--- src/rtl/pmc_pkg.sv ---
package pmc_pkg;
  typedef enum logic [2:0] {
    ST_RUN,
    ST_IDLE,
    ST_IDLE_RST,
    ST_PDOWN,
    ST_WAKE,
    ST_RESET
  } pmc_state_e;

  localparam int IDLE_BIT = 0;
  localparam int PD_BIT   = 1;
endpackage

--- src/rtl/pmc_mcyc_div.sv ---
module pmc_mcyc_div #(
  parameter int OSC_PER_MCYC = 12
) (
  input  logic clk_i,
  input  logic rst_ni,
  input  logic run_i,
  input  logic clr_i,
  output logic tick_o
);
  localparam int CW = $clog2(OSC_PER_MCYC);

  logic [CW-1:0] cnt_q;
  logic          wrap;

  assign wrap   = (cnt_q == CW'(OSC_PER_MCYC - 1));
  assign tick_o = run_i && !clr_i && wrap;

  always_ff @(posedge clk_i or negedge rst_ni) begin
    if (!rst_ni)      cnt_q <= '0;
    else if (clr_i)   cnt_q <= '0;
    else if (run_i)   cnt_q <= wrap ? '0 : cnt_q + 1'b1;
  end

  // machine-cycle ticks are never back to back
  a_r6_tick_spacing: assert property (@(posedge clk_i) disable iff (!rst_ni)
    tick_o |=> !tick_o);
endmodule

--- src/rtl/pmc_rst_qual.sv ---
module pmc_rst_qual #(
  parameter int QUAL_MCYC = 2
) (
  input  logic clk_i,
  input  logic rst_ni,
  input  logic pin_i,
  input  logic tick_i,
  output logic hit_o
);
  localparam int QW = $clog2(QUAL_MCYC + 1);

  logic [QW-1:0] cnt_q;

  assign hit_o = (cnt_q == QW'(QUAL_MCYC));

  always_ff @(posedge clk_i or negedge rst_ni) begin
    if (!rst_ni)                cnt_q <= '0;
    else if (!pin_i)            cnt_q <= '0;
    else if (tick_i && !hit_o)  cnt_q <= cnt_q + 1'b1;
  end

  // a low pin always drops the qualification
  a_r6_low_pin_clears: assert property (@(posedge clk_i) disable iff (!rst_ni)
    !pin_i |=> !hit_o);
endmodule

--- src/rtl/pmc_osc_start.sv ---
module pmc_osc_start #(
  parameter int STARTUP_CYC = 1024
) (
  input  logic clk_i,
  input  logic rst_ni,
  input  logic wake_i,
  output logic done_o
);
  localparam int SW = $clog2(STARTUP_CYC + 1);

  logic [SW-1:0] cnt_q;

  assign done_o = wake_i && (cnt_q == SW'(STARTUP_CYC - 1));

  always_ff @(posedge clk_i or negedge rst_ni) begin
    if (!rst_ni)       cnt_q <= '0;
    else if (!wake_i)  cnt_q <= '0;
    else if (!done_o)  cnt_q <= cnt_q + 1'b1;
  end

  // startup completes once per wake, then the waker leaves
  a_r8_single_done: assert property (@(posedge clk_i) disable iff (!rst_ni)
    done_o |=> !done_o);
endmodule

--- src/rtl/pwr_mode_ctrl.sv ---
module pwr_mode_ctrl
  import pmc_pkg::*;
#(
  parameter int NIRQ         = 5,
  parameter int REG_W        = 8,
  parameter int OSC_PER_MCYC = 12,
  parameter int QUAL_MCYC    = 2,
  parameter int STARTUP_CYC  = 1024
) (
  input  logic             clk_i,
  input  logic             rst_ni,
  input  logic             reg_we_i,
  input  logic [REG_W-1:0] reg_wdata_i,
  input  logic [NIRQ-1:0]  irq_i,
  input  logic             rst_pin_i,
  output logic [REG_W-1:0] reg_rdata_o,
  output logic             cpu_clk_en_o,
  output logic             per_clk_en_o,
  output logic             osc_en_o,
  output logic             int_rst_o,
  output logic             ram_we_inhibit_o
);
  pmc_state_e       state_q, state_d;
  logic [REG_W-1:0] mode_q;
  logic             tick, qual_hit, start_done, any_irq, run_wr;

  assign any_irq = |irq_i;
  assign run_wr  = (state_q == ST_RUN) && reg_we_i && !qual_hit;

  pmc_mcyc_div #(.OSC_PER_MCYC(OSC_PER_MCYC)) u_div (
    .clk_i (clk_i),
    .rst_ni(rst_ni),
    .run_i (osc_en_o),
    .clr_i (int_rst_o),
    .tick_o(tick)
  );

  pmc_rst_qual #(.QUAL_MCYC(QUAL_MCYC)) u_qual (
    .clk_i (clk_i),
    .rst_ni(rst_ni),
    .pin_i (rst_pin_i),
    .tick_i(tick),
    .hit_o (qual_hit)
  );

  pmc_osc_start #(.STARTUP_CYC(STARTUP_CYC)) u_start (
    .clk_i (clk_i),
    .rst_ni(rst_ni),
    .wake_i(state_q == ST_WAKE),
    .done_o(start_done)
  );

  always_comb begin
    state_d = state_q;
    unique case (state_q)
      ST_RUN: begin
        if (qual_hit)                         state_d = ST_RESET;
        else if (run_wr && reg_wdata_i[PD_BIT])   state_d = ST_PDOWN;  // deep sleep wins
        else if (run_wr && reg_wdata_i[IDLE_BIT]) state_d = ST_IDLE;
      end
      ST_IDLE: begin
        if (qual_hit)       state_d = ST_RESET;
        else if (rst_pin_i) state_d = ST_IDLE_RST;
        else if (any_irq)   state_d = ST_RUN;
      end
      ST_IDLE_RST: begin
        if (qual_hit)        state_d = ST_RESET;
        else if (!rst_pin_i) state_d = ST_IDLE;
      end
      ST_PDOWN:    if (rst_pin_i)  state_d = ST_WAKE;
      ST_WAKE:     if (start_done) state_d = ST_RESET;
      ST_RESET:    if (!rst_pin_i) state_d = ST_RUN;
      default:     state_d = ST_RESET;
    endcase
  end

  always_ff @(posedge clk_i or negedge rst_ni) begin
    if (!rst_ni) state_q <= ST_RUN;
    else         state_q <= state_d;
  end

  always_ff @(posedge clk_i or negedge rst_ni) begin
    if (!rst_ni) begin
      mode_q <= '0;
    end else if (state_q == ST_RESET || state_q == ST_WAKE || state_d == ST_RESET) begin
      mode_q <= '0;
    end else if (run_wr) begin
      mode_q <= reg_wdata_i;
    end else if (state_q == ST_IDLE && state_d == ST_RUN) begin
      mode_q[IDLE_BIT] <= 1'b0;
    end
  end

  assign reg_rdata_o      = mode_q;
  assign osc_en_o         = (state_q != ST_PDOWN);
  assign int_rst_o        = (state_q == ST_WAKE) || (state_q == ST_RESET);
  assign cpu_clk_en_o     = (state_q == ST_RUN) || (state_q == ST_IDLE_RST) ||
                            (state_q == ST_RESET);
  assign per_clk_en_o     = cpu_clk_en_o || (state_q == ST_IDLE);
  assign ram_we_inhibit_o = (state_q == ST_IDLE_RST);

  // a stopped oscillator implies every gated clock is off
  a_r3_all_clocks_off: assert property (@(posedge clk_i) disable iff (!rst_ni)
    !osc_en_o |-> (!cpu_clk_en_o && !per_clk_en_o));

  // both mode bits in one write pick deep sleep
  a_r3_pd_wins: assert property (@(posedge clk_i) disable iff (!rst_ni)
    (state_q == ST_RUN && reg_we_i && !qual_hit &&
     reg_wdata_i[PD_BIT] && reg_wdata_i[IDLE_BIT]) |=> !osc_en_o);

  // only the reset pin leaves deep sleep
  a_r5_pd_hold: assert property (@(posedge clk_i) disable iff (!rst_ni)
    (!osc_en_o && !rst_pin_i) |=> (!osc_en_o && $stable(reg_rdata_o)));

  // an interrupt ends light sleep and clears the sleep bit
  a_r4_irq_wake: assert property (@(posedge clk_i) disable iff (!rst_ni)
    (state_q == ST_IDLE && !rst_pin_i && any_irq) |=>
      (cpu_clk_en_o && !reg_rdata_o[IDLE_BIT]));

  // the inhibit window is only while the CPU runs ahead of internal reset
  a_r7_inhibit_window: assert property (@(posedge clk_i) disable iff (!rst_ni)
    ram_we_inhibit_o |-> (cpu_clk_en_o && !int_rst_o));

  // release of internal reset leaves a cleared mode byte
  a_r6_release_clean: assert property (@(posedge clk_i) disable iff (!rst_ni)
    (state_q == ST_RESET && !rst_pin_i) |=> (!int_rst_o && reg_rdata_o == '0));
endmodule

--- config.mk ---
export PLATFORM = sky130hd
export DESIGN_NAME = pwr_mode_ctrl
export DESIGN_NICKNAME = d
export VERILOG_FILES = /design/src/rtl/pmc_pkg.sv /design/src/rtl/pmc_mcyc_div.sv /design/src/rtl/pmc_rst_qual.sv /design/src/rtl/pmc_osc_start.sv /design/src/rtl/pwr_mode_ctrl.sv
export SDC_FILE = /design/constraint.sdc
export NUM_CORES = 1
export LEC_CHECK = 0
export ABC_AREA = 1
export BUFFER_PORTS_ARGS = -buffer_cell sky130_fd_sc_hd__buf_2
export CAP_MARGIN = 0
export CELL_PAD_IN_SITES_DETAIL_PLACEMENT = 0
export CELL_PAD_IN_SITES_GLOBAL_PLACEMENT = 2
export CORE_ASPECT_RATIO = 2
export CORE_UTILIZATION = 31
export DETAILED_ROUTE_END_ITERATION = 16
export GPL_TIMING_DRIVEN = 0
export PLACE_DENSITY_LB_ADDON = 0.1
export SLEW_MARGIN = 20
export SYNTH_ARGS = -nofsm -noshare
export SYNTH_HDL_FRONTEND = slang
export SYNTH_SLANG_ARGS = --single-unit
--- constraint.sdc ---
create_clock -name clk_i -period 1.7 [get_ports clk_i]
set_input_delay 0.085 -clock clk_i [delete_from_list [all_inputs] [get_ports clk_i]]
set_output_delay 0.085 -clock clk_i [all_outputs]
set_load 0.01 [all_outputs]
## Word level (Yosys, flattened, before mapping)

Cells that the tools add are included.

| cells by class | value |
|---|---|
| add/sub/neg operators | 3 |
| multiplexer cells | 23 |
| equality and inequality tests | 12 |
| reduce and logical (&&, ||, !) cells | 22 |

Operators by type and width:

| cell | number |
|---|---|
| 3-bit 2-to-1 mux | 11 |
| 11-bit 2-to-1 mux | 2 |
| 3-bit case mux with 6 select lines | 1 |
| 4-bit 2-to-1 mux | 3 |
| 11-bit by 1-bit adder with 11-bit output, second input constant | 1 |
| 11-bit by 10-bit == test with 1-bit output, second input constant | 1 |
| 3-bit == test, second input constant | 3 |
| 1-bit logical AND | 9 |
| 8-bit 2-to-1 mux | 1 |
| 7-bit 2-to-1 mux | 1 |
| 3-bit by 2-bit == test with 1-bit output, second input constant | 2 |
| 3-bit logical NOT | 2 |
| 1-bit logical OR | 5 |
| 5-bit OR reduction | 1 |
| 4-bit by 1-bit adder with 4-bit output, second input constant | 1 |
| 4-bit == test, second input constant | 1 |
| 2-bit 2-to-1 mux | 2 |
| 2-bit nonzero test | 2 |
| 3-bit by 1-bit == test with 1-bit output, second input constant | 1 |
| 3-bit by 2-bit != test with 1-bit output, second input constant | 1 |
| 3-bit nonzero test | 1 |
| 2-bit by 1-bit adder with 2-bit output, second input constant | 1 |
| 2-bit == test, second input constant | 1 |
| 1-bit logical NOT | 2 |
| other kinds (3) | 4 |

| storage, ports and cells | value |
|---|---|
| logic and storage cells | 66 |
| output and inout bits | 13 |
| flip-flop bits (word level) | 28 |
| bits of input ports | 17 |

## Depth between registers and ports, before layout

| logic depth | value |
|---|---|
| word-level depth | 13 |
| gate-level depth with buffers | 13 |
| gate-level depth less buffers | 13 |

## Hierarchy

A second synthesis with hierarchy kept.

| second synthesis, totals | value |
|---|---|
| cells, all modules | 231 |
| area total of the unflattened synthesis | 1,766.7 µm² |

Modules (own cells, without submodules):

| module | area an instance (µm²) | cells each | seq. area each (µm²) | instances |
|---|---|---|---|---|
| pwr_mode_ctrl | 809.5 | 108 | 275.3 | 1 |
| pmc_osc_start | 616.8 | 81 | 275.3 | 1 |
| pmc_mcyc_div | 230.2 | 29 | 100.1 | 1 |
| pmc_rst_qual | 110.1 | 13 | 50.0 | 1 |

## Worst setup path before layout

OpenSTA, ideal clock, no wires.

| timing | value |
|---|---|
| kind | reg2reg |
| from | reg u_qual.cnt_q[0] |
| to | reg mode_q[0] (netlist: reg_rdata_o[0]) |
| period minus slack after synthesis | 1.543 ns |
| arrival | 1.470 ns |
| cell stages (with the launch flop) | 14 |
| path slack | 0.157 ns |
| data required time | 1.627 ns |
| path through | dfrtp_1 > inv_1 > ha_1 > inv_1 > nand2_1 > nand3_1 > nand2_1 > nor2_1 > nand3_2 > nor2_2 > nand2_2 > nand2_2 > nand2_4 > a21oi_2 |

| between the ends | value |
|---|---|
| longest elaborated chain between the ends | 11 |
| elaborated cells on any way between the ends | 18 |
| those cells by class | eq/ne (2); mux (8); reduce/logical (8) |

Ends and longest elaborated chain:

| element | line | source |
|---|---|---|
| start: declaration | pmc_rst_qual.sv:12 | `logic [QW-1:0] cnt_q;` |
| start signal: assignment | pmc_rst_qual.sv:19 | `else if (tick_i && !hit_o) cnt_q <= cnt_q + 1'b1;` |
| 2-bit == test * | pmc_rst_qual.sv:14 | `assign hit_o = (cnt_q == QW'(QUAL_MCYC));` |
| 1-bit logical NOT | pwr_mode_ctrl.sv:28 | `assign run_wr = (state_q == ST_RUN) && reg_we_i && !qual_hit;` |
| 1-bit logical AND | pwr_mode_ctrl.sv:28 |  |
| 1-bit logical AND | pwr_mode_ctrl.sv:59 | `else if (run_wr && reg_wdata_i[IDLE_BIT]) state_d = ST_IDLE;` |
| 3-bit 2-to-1 mux | pwr_mode_ctrl.sv:59 |  |
| 3-bit 2-to-1 mux | pwr_mode_ctrl.sv:58 | `else if (run_wr && reg_wdata_i[PD_BIT]) state_d = ST_PDOWN;` |
| 3-bit 2-to-1 mux | pwr_mode_ctrl.sv:57 | `if (qual_hit) state_d = ST_RESET;` |
| 3-bit case mux with 6 select lines * | pwr_mode_ctrl.sv:55 | `unique case (state_q)` |
| via state_d[0] | pwr_mode_ctrl.sv:23 | `pmc_state_e state_q, state_d;` |
| 3-bit == test / 3-bit logical NOT (equally long branches) | pwr_mode_ctrl.sv:85, pwr_mode_ctrl.sv:89 |  |
| 1-bit logical OR / 1-bit logical AND (equally long branches) | pwr_mode_ctrl.sv:85, pwr_mode_ctrl.sv:89 |  |
| 3-bit nonzero test (no line) / 8-bit 2-to-1 mux (equally long branches) | -- |  |
| end signal: assignment | pwr_mode_ctrl.sv:88 | `mode_q <= reg_wdata_i;` |
| end: declaration | pwr_mode_ctrl.sv:24 | `logic [REG_W-1:0] mode_q;` |

The timed path passes the listed nets; every way through them passes the cells marked *.
A chain may end at the register's enable or synchronous reset.

## Worst setup path after layout

| timing | value |
|---|---|
| from | reg u_qual.cnt_q[1] |
| to | reg mode_q[4] (netlist: reg_rdata_o[4]) |

| between the ends | value |
|---|---|
| longest elaborated chain between the ends | 11 |
| elaborated cells on any way between the ends | 15 |
| those cells by class | eq/ne (2); mux (7); reduce/logical (6) |

Ends and longest elaborated chain:

| element | line | source |
|---|---|---|
| 2-bit == test * | pmc_rst_qual.sv:14 |  |
| 1-bit logical NOT | pwr_mode_ctrl.sv:28 |  |
| 1-bit logical AND | pwr_mode_ctrl.sv:28 |  |
| 1-bit logical AND | pwr_mode_ctrl.sv:59 |  |
| 3-bit 2-to-1 mux | pwr_mode_ctrl.sv:59 |  |
| 3-bit 2-to-1 mux | pwr_mode_ctrl.sv:58 |  |
| 3-bit 2-to-1 mux | pwr_mode_ctrl.sv:57 |  |
| 3-bit case mux with 6 select lines * | pwr_mode_ctrl.sv:55 |  |
| via state_d[0] | pwr_mode_ctrl.sv:23 |  |
| 3-bit == test * | pwr_mode_ctrl.sv:85 | `end else if (state_q == ST_RESET \|\| state_q == ST_WAKE \|\| state_d == ST_RESET) begin` |
| 1-bit logical OR * | pwr_mode_ctrl.sv:85 |  |
| 8-bit 2-to-1 mux / 2-bit nonzero test (equally long branches) | -- |  |

Marks and branches as above.

==> impl_metrics.ini <==
[run_status]
run_status = completed

[critical_path]
cp_data_arrival_time_ns = 1.85
crit_required_ns = 1.92
worst_path_max_delay_cell = sky130_fd_sc_hd__dfrtp_1
worst_setup_path_start_kind = flip-flop
timing.critical_path.slowest_cell_delay_ns = 0.43
critical_path_buffer_and_inverter_count = 1
setup.worst_path.end_class = flip-flop
timing.setup.critical_path_class = reg2reg
critPathTopFamily = simple AND/OR/NAND/NOR gates
worst-path-max-fanout = 8
cp_cell_sequence = ha_4 -> inv_4 -> nand2_4 -> nand3_2 -> nand2_1 -> nor2_1 -> nand3_2 -> nor2_4 -> nand2_2 -> nand2_4 -> nand2_8 -> a21oi_2

[global_route]
first_global_vias = 1512
grt_first_pass_wirelength_um = 6727
grt_use_total = 0.1659
grt_antenna_before_repair = 0
globalRoute.totalOverflow = 0
largest_net_degree_at_the_start_of_global_routing = 29

[yosys]
synth.cell_area_mm2 = 0.001587
post_synth.cell_area_avg_um2 = 8.013
mappedNetlistNets = 218
synth.area.top_cells = sky130_fd_sc_hd__dfrtp_1, sky130_fd_sc_hd__nand2_1, sky130_fd_sc_hd__inv_1
seq_area_frac_synth = 0.4416
synth-edff-count = 0
synth_most_common_cell = sky130_fd_sc_hd__nand2_1
postSynthRegisterBits = 28
yosysWarningCount = 0
synthArstFlopShare = 1.000
synth_cell_type_count = 29
synth.cells.most_frequent = sky130_fd_sc_hd__nand2_1, sky130_fd_sc_hd__dfrtp_1, sky130_fd_sc_hd__inv_1, sky130_fd_sc_hd__nor2_1
post-synth-top-area-fraction = 0.4416
most_common_flop_cell_mapped_by_yosys = sky130_fd_sc_hd__dfrtp_1
syn_inst = 198
synth_largest_area_cell = sky130_fd_sc_hd__dfrtp_1

[route]
drtIter0Drc = 28
final_antenna_net_count = 0
route.detailed.drc = 0
post_drt_via_cell_ratio = 4.908
detailedRoute.firstPassIterationCount = 4
num_vias = 1492
route.final.wire_length_um = 4261
routed_wire_length_per_instance_um = 14.02

[min_path]
hold_path.class = in2reg

[layout]
final_cell_area_mm2 = 0.002121
final_cell_count_no_fill = 304
layout-drive-gt1-share = 0.4130
flow.area_growth_from_synthesis_pct = 33.67
fin_nets = 268
num_antenna_cells = 0

[placement]
total_cell_area_at_the_placement_stage_mm2 = 0.001803
place_congestion = 0.7747
placement.io_buffers = 29
dpl.cell_count = 284
dpl.hpwl_um = 3229

[floorplanning]
rows = 36
placeableCoreArea_mm2 = 0.004910
num_io_pins = 30
die-area_mm2 = 0.005425
die_h_um = 103.2
dieWidth_um = 52.59
floorplan.initialDensity = 0.3231

[timing]
max_slew.worst_pin.slew_ns = 0.6722
fmax_mhz = 612.3
post-route-period-util = 0.9607
final_hold_viol_count = 0
grt_setup_unrepaired = true
setup_viol_count_final = 0
clock_skew_ns = 0.003598
timing.slew.headroom = 0.5519
fin_setup_tns_ns = 0
period_minus_slack_ns = 1.633
timing.final.max_slew_violations = 0

[pwr]
p_leak_nw = 0.9599
power_density_mw_per_mm2 = 1471
vdd_drop_max_v = 0.0008909

[clock_tree]
cts.sinks = 28
cts_made_buffers = 3
clock_tree.htree_level_count = 1
tritoncts = built
root_buffer = sky130_fd_sc_hd__clkbuf_8
clkTransAtPathRegs_ns = 0.10
worst_skew_pair.late_latency_ns = 0.28
cts_max_path_buffers = 2

[run]
max_cap_viol_count = 0
## per-layer routing
metal  GRT usage  wire length, um
met5           0                0
met1      0.1538             1509
met3     0.01608               72
met2      0.3486             2629
met4     0.05263               49
## layout by cell type (no fill, tap or decap), types with 8 or more instances in the layout
cell type	count
sky130_fd_sc_hd__o21ai_0	8
sky130_fd_sc_hd__buf_2	29
sky130_fd_sc_hd__buf_4	15
sky130_fd_sc_hd__inv_1	22
sky130_fd_sc_hd__dfrtp_1	26
sky130_fd_sc_hd__nand3_2	8
sky130_fd_sc_hd__a21oi_2	9
sky130_fd_sc_hd__nand2_1	38
sky130_fd_sc_hd__nor2_1	17
## power breakdown
part | switching [mW] | internal (mW)
logic | 1.01 | 0.678
clock network | 0.222 | 0.316
registers | 0.0995 | 0.796
total | 1.33 | 1.79
## final timing paths
| check | from | to | slack [ns] | cells past startpoint |
|---|---|---|---|---|
| worst max-delay path | u_qual.cnt_q[1] | reg_rdata_o[4] | 0.07 | 12 |
| worst min-delay path | reg_wdata_i[5] | reg_rdata_o[5] | 0.04 | 3 |
| worst max register to register | u_qual.cnt_q[1] | reg_rdata_o[4] | 0.07 | 12 |
| worst min register to register | u_div.cnt_q[0] | u_div.cnt_q[0] | 0.52 | 1 |
| max in group asynchronous | rst_ni | state_q[0] | 0.86 | 2 |
| min in group asynchronous | rst_ni | u_start.cnt_q[1] | 0.36 | 2 |
## area by class of cell
class | count | area [um2]
plain buffers | 1 | 11.26
fillers | 507 | 2789
well taps | 57 | 71.32
multi-input cells | 140 | 882.1
inverters | 29 | 113.9
clock buffers | 3 | 41.29
repair buffers | 45 | 267.8
clock inverters | 1 | 30.03
flip-flops and latches | 28 | 703.2
## stage by stage
step	hold WS [ns]	utilization	setup WS, ns	total power [mW]
finish	0.03781	0.4320	0.06684	3.120
global route	0.02760	0.4320	-0.04085	3.367
CTS	0.03081	0.3919	0.01156	2.798
detailed placement	0.1670	0.3672	-0.1750	2.192
global placement	0.1608	0.3672	-0.1481	2.168
floorplan	-0.2106	-	0.1572	1.820
## tightest hold or removal path, cell delays in order
cell	delay [ns]
sky130_fd_sc_hd__buf_2	0.09
sky130_fd_sc_hd__nand2_1	0.06
sky130_fd_sc_hd__a21oi_2	0.04
## sequential cells by signal, indices dropped and copies added, names as in the netlist
| signal | flops |
|---|---|
| reg_rdata_o | 8 |
| u_div.cnt_q | 4 |
| state_q | 3 |
| u_qual.cnt_q | 2 |
| u_start.cnt_q | 11 |
## cells by family (layout without fill, tap and decap cells)
logic type,count (synthesis),in the layout,synth area share
flip-flops,28,28,0.4416
XOR/XNOR,1,1,0.005522
AND/OR/NAND/NOR,102,102,0.3060
AO/OA/AOI/OAI,34,34,0.1475
adder cells (fa/ha/maj),3,3,0.02366
buffers and inverters,30,79,0.07571
## timing repair
item	in CTS	in global routing
gates resized for setup	6	31
pin swaps	1	16
endpoints found under the hold margin	28	0
endpoints found under the setup margin	9	13
setup buffers	4	11
hold buffers	1	0
Note: power is estimated with default switching activity, not from simulation.
